==> config.mk <==
export PLATFORM = sky130hd
export DESIGN_NAME = vliw_subpc_tracker
export DESIGN_NICKNAME = d
export VERILOG_FILES = /design/src/rtl/vliw_subpc_pkg.sv /design/src/rtl/vliw_subpc_dp.sv /design/src/rtl/vliw_subpc_ctrl.sv /design/src/rtl/vliw_subpc_tracker.sv
export SDC_FILE = /design/constraint.sdc
export NUM_CORES = 1
export LEC_CHECK = 0
export BUFFER_PORTS_ARGS = -buffer_cell sky130_fd_sc_hd__buf_2
export CORE_MARGIN = 3
export CORE_UTILIZATION = 46
export CTS_CLUSTER_DIAMETER = 150
export DETAILED_ROUTE_END_ITERATION = 12
export GPL_TIMING_DRIVEN = 0
export PLACE_DENSITY = 0.8
export SYNTH_ARGS = -nofsm -noshare
export SYNTH_HDL_FRONTEND = slang
export SYNTH_SLANG_ARGS = --single-unit
==> constraint.sdc <==
create_clock -name clk -period 9.45 [get_ports clk]
set_input_delay 0.945 -clock clk [delete_from_list [all_inputs] [get_ports clk]]
set_output_delay 0.945 -clock clk [all_outputs]
set_load 0.05 [all_outputs]
==> src/rtl/vliw_subpc_pkg.sv <==
package vliw_subpc_pkg;
  localparam int NPRIV  = 4;
  localparam int PRIV_W = $clog2(NPRIV);

  typedef struct packed {
    logic start;
    logic branch;
    logic advance;
    logic save;
    logic restore;
  } ctlStrb_t;
endpackage

==> src/rtl/vliw_subpc_dp.sv <==
module vliw_subpc_dp
  import vliw_subpc_pkg::*;
#(
  parameter int ADDR_W = 32,
  parameter int SPC_W  = 8
) (
  input  logic              clk,
  input  logic              rstN,
  input  ctlStrb_t          strb,
  input  logic [ADDR_W-1:0] grpBase,
  input  logic [SPC_W-1:0]  grpLen,
  input  logic [SPC_W-1:0]  instSize,
  input  logic [SPC_W:0]    brOff,
  input  logic [PRIV_W-1:0] trapPriv,
  input  logic [PRIV_W-1:0] retPriv,
  input  logic              csrWe,
  input  logic [PRIV_W-1:0] csrSel,
  input  logic [SPC_W-1:0]  csrWdata,
  output logic [SPC_W-1:0]  csrRdata,
  output logic [SPC_W-1:0]  subPc,
  output logic [ADDR_W-1:0] mainPc,
  output logic              startNz,
  output logic              brInRange,
  output logic              advEnds,
  output logic              retInRange
);
  logic [SPC_W-1:0] lenQ;
  logic [NPRIV-1:0][SPC_W-1:0] epcQ;
  logic [SPC_W:0] brTgt;
  logic [SPC_W:0] advSum;

  // Target arithmetic is modulo 2^(SPC_W+1); the top bit flags a negative or far target.
  assign brTgt      = {1'b0, subPc} + brOff;
  assign brInRange  = !brTgt[SPC_W] && (brTgt[SPC_W-1:0] < lenQ);
  assign advSum     = {1'b0, subPc} + {1'b0, instSize};
  assign advEnds    = advSum >= {1'b0, lenQ};
  assign retInRange = epcQ[retPriv] < lenQ;
  assign startNz    = |grpLen;
  assign csrRdata   = epcQ[csrSel];

  always_ff @(posedge clk) begin
    if (!rstN) begin
      subPc  <= '0;
      mainPc <= '0;
      lenQ   <= '0;
    end else if (strb.restore) begin
      subPc <= epcQ[retPriv];
    end else if (strb.start) begin
      subPc  <= '0;
      mainPc <= grpBase;
      lenQ   <= grpLen;
    end else if (strb.branch) begin
      subPc <= brTgt[SPC_W-1:0];
    end else if (strb.advance) begin
      subPc <= advEnds ? lenQ : advSum[SPC_W-1:0];
    end
  end

  always_ff @(posedge clk) begin
    for (int p = 0; p < NPRIV; p++) begin
      if (!rstN) begin
        epcQ[p] <= '0;
      end else if (strb.save && trapPriv == PRIV_W'(p)) begin
        epcQ[p] <= subPc;
      end else if (csrWe && csrSel == PRIV_W'(p)) begin
        epcQ[p] <= csrWdata;
      end
    end
  end
endmodule

==> src/rtl/vliw_subpc_ctrl.sv <==
module vliw_subpc_ctrl
  import vliw_subpc_pkg::*;
(
  input  logic     clk,
  input  logic     rstN,
  input  logic     grpStart,
  input  logic     instDone,
  input  logic     brReq,
  input  logic     trapTake,
  input  logic     trapRet,
  input  logic     startNz,
  input  logic     brInRange,
  input  logic     advEnds,
  input  logic     retInRange,
  output ctlStrb_t strb,
  output logic     grpActive,
  output logic     illegalBr
);
  logic activeNxt;
  logic illegalNxt;

  always_comb begin
    strb       = '0;
    activeNxt  = grpActive;
    illegalNxt = 1'b0;
    strb.save  = trapTake;
    if (trapTake) begin
      activeNxt = 1'b0;
    end else if (trapRet) begin
      strb.restore = 1'b1;
      activeNxt    = retInRange;
    end else if (grpStart) begin
      strb.start = 1'b1;
      activeNxt  = startNz;
    end else if (grpActive && brReq) begin
      if (brInRange) strb.branch = 1'b1;
      else           illegalNxt  = 1'b1;
    end else if (grpActive && instDone) begin
      strb.advance = 1'b1;
      if (advEnds) activeNxt = 1'b0;
    end
  end

  always_ff @(posedge clk) begin
    if (!rstN) begin
      grpActive <= 1'b0;
      illegalBr <= 1'b0;
    end else begin
      grpActive <= activeNxt;
      illegalBr <= illegalNxt;
    end
  end
endmodule

==> src/rtl/vliw_subpc_tracker.sv <==
module vliw_subpc_tracker
  import vliw_subpc_pkg::*;
#(
  parameter int ADDR_W = 32,
  parameter int SPC_W  = 8
) (
  input  logic              clk,
  input  logic              rstN,
  input  logic              grpStart,
  input  logic [ADDR_W-1:0] grpBase,
  input  logic [SPC_W-1:0]  grpLen,
  input  logic              instDone,
  input  logic [SPC_W-1:0]  instSize,
  input  logic              brReq,
  input  logic [SPC_W:0]    brOff,
  input  logic              trapTake,
  input  logic [1:0]        trapPriv,
  input  logic              trapRet,
  input  logic [1:0]        retPriv,
  input  logic              csrWe,
  input  logic [1:0]        csrSel,
  input  logic [SPC_W-1:0]  csrWdata,
  output logic [SPC_W-1:0]  csrRdata,
  output logic [SPC_W-1:0]  subPc,
  output logic [ADDR_W-1:0] mainPc,
  output logic              grpActive,
  output logic              illegalBr
);
  ctlStrb_t strb;
  logic startNz, brInRange, advEnds, retInRange;

  vliw_subpc_ctrl u_ctrl (
    .clk(clk), .rstN(rstN), .grpStart(grpStart), .instDone(instDone),
    .brReq(brReq), .trapTake(trapTake), .trapRet(trapRet),
    .startNz(startNz), .brInRange(brInRange), .advEnds(advEnds),
    .retInRange(retInRange), .strb(strb), .grpActive(grpActive),
    .illegalBr(illegalBr)
  );

  vliw_subpc_dp #(.ADDR_W(ADDR_W), .SPC_W(SPC_W)) u_dp (
    .clk(clk), .rstN(rstN), .strb(strb), .grpBase(grpBase), .grpLen(grpLen),
    .instSize(instSize), .brOff(brOff), .trapPriv(trapPriv), .retPriv(retPriv),
    .csrWe(csrWe), .csrSel(csrSel), .csrWdata(csrWdata), .csrRdata(csrRdata),
    .subPc(subPc), .mainPc(mainPc), .startNz(startNz), .brInRange(brInRange),
    .advEnds(advEnds), .retInRange(retInRange)
  );
endmodule

==> results of run 1 <==
[power breakdown]
part	switching (mW)	internal (mW)	leakage, nW
logic	0.155	0.104	1.94
clock network	0.130	0.123	0.0910
registers	0.0192	0.363	0.670
total	0.304	0.590	2.70
[critical path: stages]
cell and delay, ns:
buf_2 0.10, ha_1 0.23, fa_1 0.43, a211oi_1 0.37
o21bai_1 0.15, a21oi_2 0.21, xnor2_1 0.19, ha_1 0.29
and3_1 0.19, a221oi_2 0.32, o31ai_1 0.14, o21ba_4 0.25
buf_6 0.15, mux2i_1 0.18, a21boi_1 0.08, o221a_1 0.31
[cells by family (layout without fill, tap and decap cells)]
group | Yosys count | after routing | synth area share [%]
simple gates | 179 | 179 | 15.9
flops | 82 | 82 | 32.7
fa+ha+maj | 40 | 40 | 10.3
buf+inv | 53 | 193 | 4.18
mux | 52 | 52 | 14.3
compound gates | 151 | 151 | 20.9
xor+xnor | 10 | 10 | 1.74
[flip-flops by register name (all words and copies together) (netlist names)]
| register | cells |
|---|---|
| u_dp.epcQ | 32 |
| u_dp.mainPc | 32 |
| u_ctrl.illegalBr | 1 |
| u_dp.subPc | 8 |
| u_ctrl.grpActive | 1 |
| u_dp.lenQ | 8 |
[final timing paths]
kind                                      from             end  slack [ns]  cells after the start
worst max-delay path               instSize[0]   u_dp.subPc[7]        5.15                     16
worst min-delay path            u_dp.mainPc[0]  u_dp.mainPc[0]        0.46                      2
worst max register to register   u_dp.subPc[0]   u_dp.subPc[2]        5.25                     16
worst min register to register  u_dp.mainPc[0]  u_dp.mainPc[0]        0.46                      2
[layout make-up]
class / count / area (µm²)
Fill cell: 970 / 4460
Multi-Input combinational cell: 432 / 3180
Sequential cell: 82 / 1640
Timing Repair Buffer: 124 / 621
Tap cell: 136 / 170
Buffer: 35 / 143
Clock buffer: 12 / 135
Inverter: 18 / 67.6
Clock inverter: 4 / 51.3
[cells in the mapped netlist, types with 3 or more instances]
| cell type | count |
|---|---|
| o311a_1 | 3 |
| ha_1 | 38 |
| nor2_1 | 45 |
| inv_1 | 18 |
| nor2b_1 | 4 |
| nor3b_1 | 3 |
| mux4_2 | 16 |
| dfxtp_1 | 82 |
| nand3_1 | 6 |
| a21o_1 | 6 |
| nand3b_1 | 4 |
| a21oi_1 | 53 |
| a211oi_1 | 37 |
| o21ai_0 | 13 |
| xnor2_1 | 8 |
| o21a_1 | 4 |
| o21ai_1 | 3 |
| nand2_1 | 97 |
| o221a_1 | 5 |
| clkbuf_1 | 29 |
| o21bai_1 | 3 |
| nor3_1 | 3 |
| mux2i_1 | 36 |
[routing by layer]
layer / GRT usage, % / share of wire [%] / up-vias
met4: 11.5 / 3.3 / 0
li1: - / - / 2336
met2: 39.0 / 46 / 222
met5: 0 / 0 / -
met1: 29.4 / 41 / 2287
met3: 6.47 / 9.0 / 38
[per-stage QoR]
stage	hold WS [ns]	cells	instance area [µm²]
detailed placement	0.447	827	5820
floorplan	0.436	567	5030
CTS	0.458	843	6000
global route	0.477	843	6000
finish	0.457	843	6000
global placement	0.440	827	5820
[cell usage in the layout (no fill, tap or decap), types with 5 or more instances in the layout]
master    synthesis  final
o21ai_0          13     13
buf_2             2    126
a21o_1            6      6
a21oi_1          53     53
dfxtp_1          82     82
xnor2_1           8      8
a211oi_1         37     37
o221a_1           5      5
mux4_2           16     16
nand2_1          97     97
nor2_1           45     45
mux2i_1          36     36
inv_1            18     18
clkbuf_1         29     32
ha_1             38     38
clkbuf_8          0      9
nand3_1           6      6
==> metrics, run 1 <==
overall die area 0.0122 mm²; class of the most critical setup path in -> reg; Num Clock Sinks 82; root buffer cell clkbuf_8; Vias/cell 5.79; PortBufs 124; Setup WS post-layout 5.15 ns; Final min period 4.30 ns; Max-cap violations 0; grt ovf 0; Design Power 0.895 mW; worst vdd ir 0.107 mV; DRT iter0 DRCs 349; CTS Hold Bufs 0; Post-synth EDFFs 0; Synth area leaders dfxtp_1 33%, ha_1 9.5%, nand2_1 7.2%, mux2i_1 7.2%, mux4_2 7.2%; final hold vios 0; Worst-Margin Slew 0.955 ns; global-route wire length before repair 24.0 mm; Final Skew 0.0150 ns; CTS tree built; CP endpoint kind register; initial core utilization 48.1%; initial antenna violation count 0; DR WL/cell 17.8 µm; # H-tree levels 3; post_cts resized 0; Die Wd 111 µm; cell taking the most area after synthesis dfxtp_1; RD Place Congestion 0.938; Pwr Density 149 mW/mm²; Detailed Place HPWL 11.4 mm; worst-path fanout max 10; status finished clean; clock transition at the registers of the reported paths 0.07 ns; area share of the largest cell type after synthesis 32.7%; cell area after synthesis 0.00503 mm²; achievable clock frequency 232 MHz; number of global-route vias before repair 4843; pre-CTS WS 4.84 ns; Num CTS Buffers 9; mean post-synth cell area 8.87 µm²; Hold Path Class reg -> reg; Final ANT Viol Nets 0; layout cell share with drive strength beyond 1 23.8%; type of origin of the critical path input port; Finished Core Util 57.4%; P&R area growth vs syn 19.4%; number of diodes 0; Final nets 821; largest net degree at the start of global routing 14; Worst EP required 9.69 ns; TNS Setup 0 ns; Netlist cell types 60; Clock Latency Late Sink 0.36 ns; period utilisation layout 45.5%; asr flop ratio synth 0%; CTS Buffer Depth 2; sequential area share after synthesis 32.7%; num ports 129; endpoints failing setup 0; Syn Inst Count 567; Vias 4883; P_leak 2.70 nW; TritonRoute pass-1 iters 5; yosys warns 0; Placeable Area 0.0105 mm²; Relative slew margins 35.4%; top_reg_cell synth dfxtp_1; Critical Path AT 4.54 ns; die height 111 µm; Final Max Slew Viols 0; # Post-CTS Setup Buffers 0; synthesized flop and latch total 82; routed wire length 15.0 mm; unrepaired setup endpoints after global routing no; Tot GR Track Use 24.0%; row cnt 37; post-route DRC violation count 0; Net Count, Synth 686
Power figures use the tool's default switching activity.
==> run 2, diff against run 1 <==
==> constraint.sdc (replaced) <==
create_clock -name clk -period 4.1 [get_ports clk]
set_input_delay 0.41 -clock clk [delete_from_list [all_inputs] [get_ports clk]]
set_output_delay 0.41 -clock clk [all_outputs]
set_load 0.05 [all_outputs]
==> metrics, run 2 (synthesized netlist as in run 1, its figures left out) <==
number of global-route vias before repair 4840 (was 4843); Final Skew 0.0145 ns (was 0.0150 ns); TNS Setup 0 ns (unchanged); row cnt 37 (unchanged); post-route DRC violation count 0 (unchanged); end of the critical path u_dp.subPc[7] (unchanged); clock transition at the registers of the reported paths 0.08 ns (was 0.07 ns); RD Place Congestion 0.938 (unchanged); type of origin of the critical path register (was input port); Tot GR Track Use 24.0% (about the same); Clock Latency Late Sink 0.36 ns (about the same); Worst R2R Start u_dp.subPc[0] (unchanged); initial core utilization 48.1% (unchanged); CP endpoint kind register (unchanged); achievable clock frequency 255 MHz; unrepaired setup endpoints after global routing no (unchanged); routed wire length 15.0 mm (about the same); Final Max Slew Viols 0 (unchanged); register area 0.00164 mm² (about the same); RR Endpoint u_dp.subPc[7] (was u_dp.subPc[2]); busiest grt layer met2 (unchanged); final cell count without fillers 843 (unchanged); Critical Path AT 4.16 ns (was 4.54 ns); leading cell types in the layout, fill and taps excluded 126 x buf_2, 96 x nand2_1, 81 x dfxtp_1 (was 126 x buf_2, 97 x nand2_1, 82 x dfxtp_1); root buffer cell clkbuf_8 (unchanged); area of the multi-input gates 0.00319 mm² (was 0.00318 mm²); Worst R2R Path Depth 15 (was 16); Final min period 3.92 ns; most common cell after layout, fill and taps aside buf_2 (unchanged); global-route wire length before repair 24.0 mm (unchanged); DR WL/cell 17.8 µm (about the same); class of the most critical setup path reg -> reg (was in -> reg); TritonRoute pass-1 iters 5 (unchanged); reg-to-reg slack, setup 0.18 ns (was 5.25 ns); Setup WS post-layout 0.183 ns (was 5.15 ns); worst-path fanout max 10 (unchanged); PortBufs 124 (unchanged); P&R area growth vs syn 19.7% (was 19.4%); Hold Path Class in -> reg (was reg -> reg); design area 0.00602 mm² (was 0.00600 mm²); number of diodes 0 (unchanged); Vias/cell 5.82 (was 5.79); Relative slew margins 34.7% (was 35.4%); Pwr Density 343 mW/mm² (was 149 mW/mm²); endpoints failing setup 0 (unchanged); Num CTS Buffers 9 (unchanged); largest net degree at the start of global routing 14 (unchanged); Hold Slack 0.285 ns (was 0.457 ns); final hold vios 0 (unchanged); met2 Use GR 39.0% (about the same); pre-CTS WS 0.00959 ns (was 4.84 ns); CTS tree built (unchanged); period utilisation layout 95.5%; P_leak 2.70 nW (about the same); layout cell share with drive strength beyond 1 24.3% (was 23.8%); grt ovf 0 (unchanged); Worst EP required 4.34 ns (was 9.69 ns); Die Wd 111 µm (unchanged); placed cells 827 (unchanged); Critical path origin u_dp.subPc[0] (was instSize[0]); DRT iter0 DRCs 444 (was 349); CTS Hold Bufs 0 (unchanged); die height 111 µm (unchanged); min-delay src grpBase[26] (was u_dp.mainPc[0]); Largest regs u_dp.epcQ (32), u_dp.mainPc (32) (unchanged); worst vdd ir 0.249 mV (was 0.107 mV); CTS Buffer Depth 2 (unchanged); initial antenna violation count 0 (unchanged); Final ANT Viol Nets 0 (unchanged); M3 GR Usage 6.14% (was 6.47%); overall die area 0.0122 mm² (unchanged); GR Util met1 29.6% (was 29.4%); Vias 4907 (was 4883); num ports 129 (unchanged); post-place instance area 0.00582 mm² (unchanged); Placeable Area 0.0105 mm² (unchanged); Num Clock Sinks 82 (unchanged); Max-cap violations 0 (unchanged); FILL cells 970 (unchanged); # Post-CTS Setup Buffers 0 (unchanged); status finished clean (unchanged); Final nets 821 (unchanged); Detailed Place HPWL 11.4 mm (unchanged); Worst-Margin Slew 0.966 ns (was 0.955 ns); # H-tree levels 3 (unchanged)
[run 2: cell counts in the layout (fill, tap and decap cells not counted)]
No cell type changed its count.
[run 2: how the worst min path moves through the flow]
stage | endpoint | depth (start not counted)
3_5_place_dp | u_dp.lenQ[6] | 2
5_1_grt | u_dp.mainPc[9] | 3
6_report | u_dp.mainPc[26] | 3
2_1_floorplan | u_dp.lenQ[6] | 2
4_1_cts | u_dp.mainPc[13] | 3
3_3_place_gp | u_dp.mainPc[21] | 2
[run 2: where the power goes]
part	switching [mW]	leakage [nW]	internal (mW)	total, mW
sequential	0.0439	0.670	0.837	0.881
combinational	0.357	1.94	0.241	0.598
clock	0.301	0.0910	0.284	0.585
[run 2: repair_timing]
action                                  4_1_cts  5_1_grt
pin swaps                                     0        0
gates resized for setup                       1        3
endpoints found under the setup margin        6        8
gates cloned                                  0        0
[run 2: area by class of cell]
cell class	count	area share (%)
clock inverter	4	0.852
tap	136	2.83
clock buffer	12	2.24
sequential	82	27.3
inverter	18	1.12
timing repair buffer	124	10.3
multi-input combinational	432	53.0
buffer	35	2.37
[run 2: per-layer routing]
metal	wire length, µm	part of all wire (%)	up-vias
li1	-	-	2337
met1	6160	41	2289
met2	6940	46	245
met3	1430	9.5	36
met4	493	3.3	0
met5	0	0	-
[run 2: per-stage QoR]
step	power (mW)	utilization (%)
final	2.06	57.5
after global routing	2.16	57.5
after CTS	2.06	57.5
after detailed placement	1.48	55.6
after global placement	1.46	55.6
after floorplan	1.31	-
[run 2: critical path: stages (launching register included)]
cell and delay, ns:
dfxtp_2 0.38, ha_1 0.24, fa_1 0.44, a211oi_2 0.29
o21bai_1 0.13, a21oi_2 0.21, xnor2_1 0.19, ha_1 0.29
and3_1 0.19, a221oi_2 0.32, o31ai_1 0.14, o21ba_4 0.26
buf_6 0.15, mux2i_1 0.18, a21boi_1 0.08, o221a_1 0.31
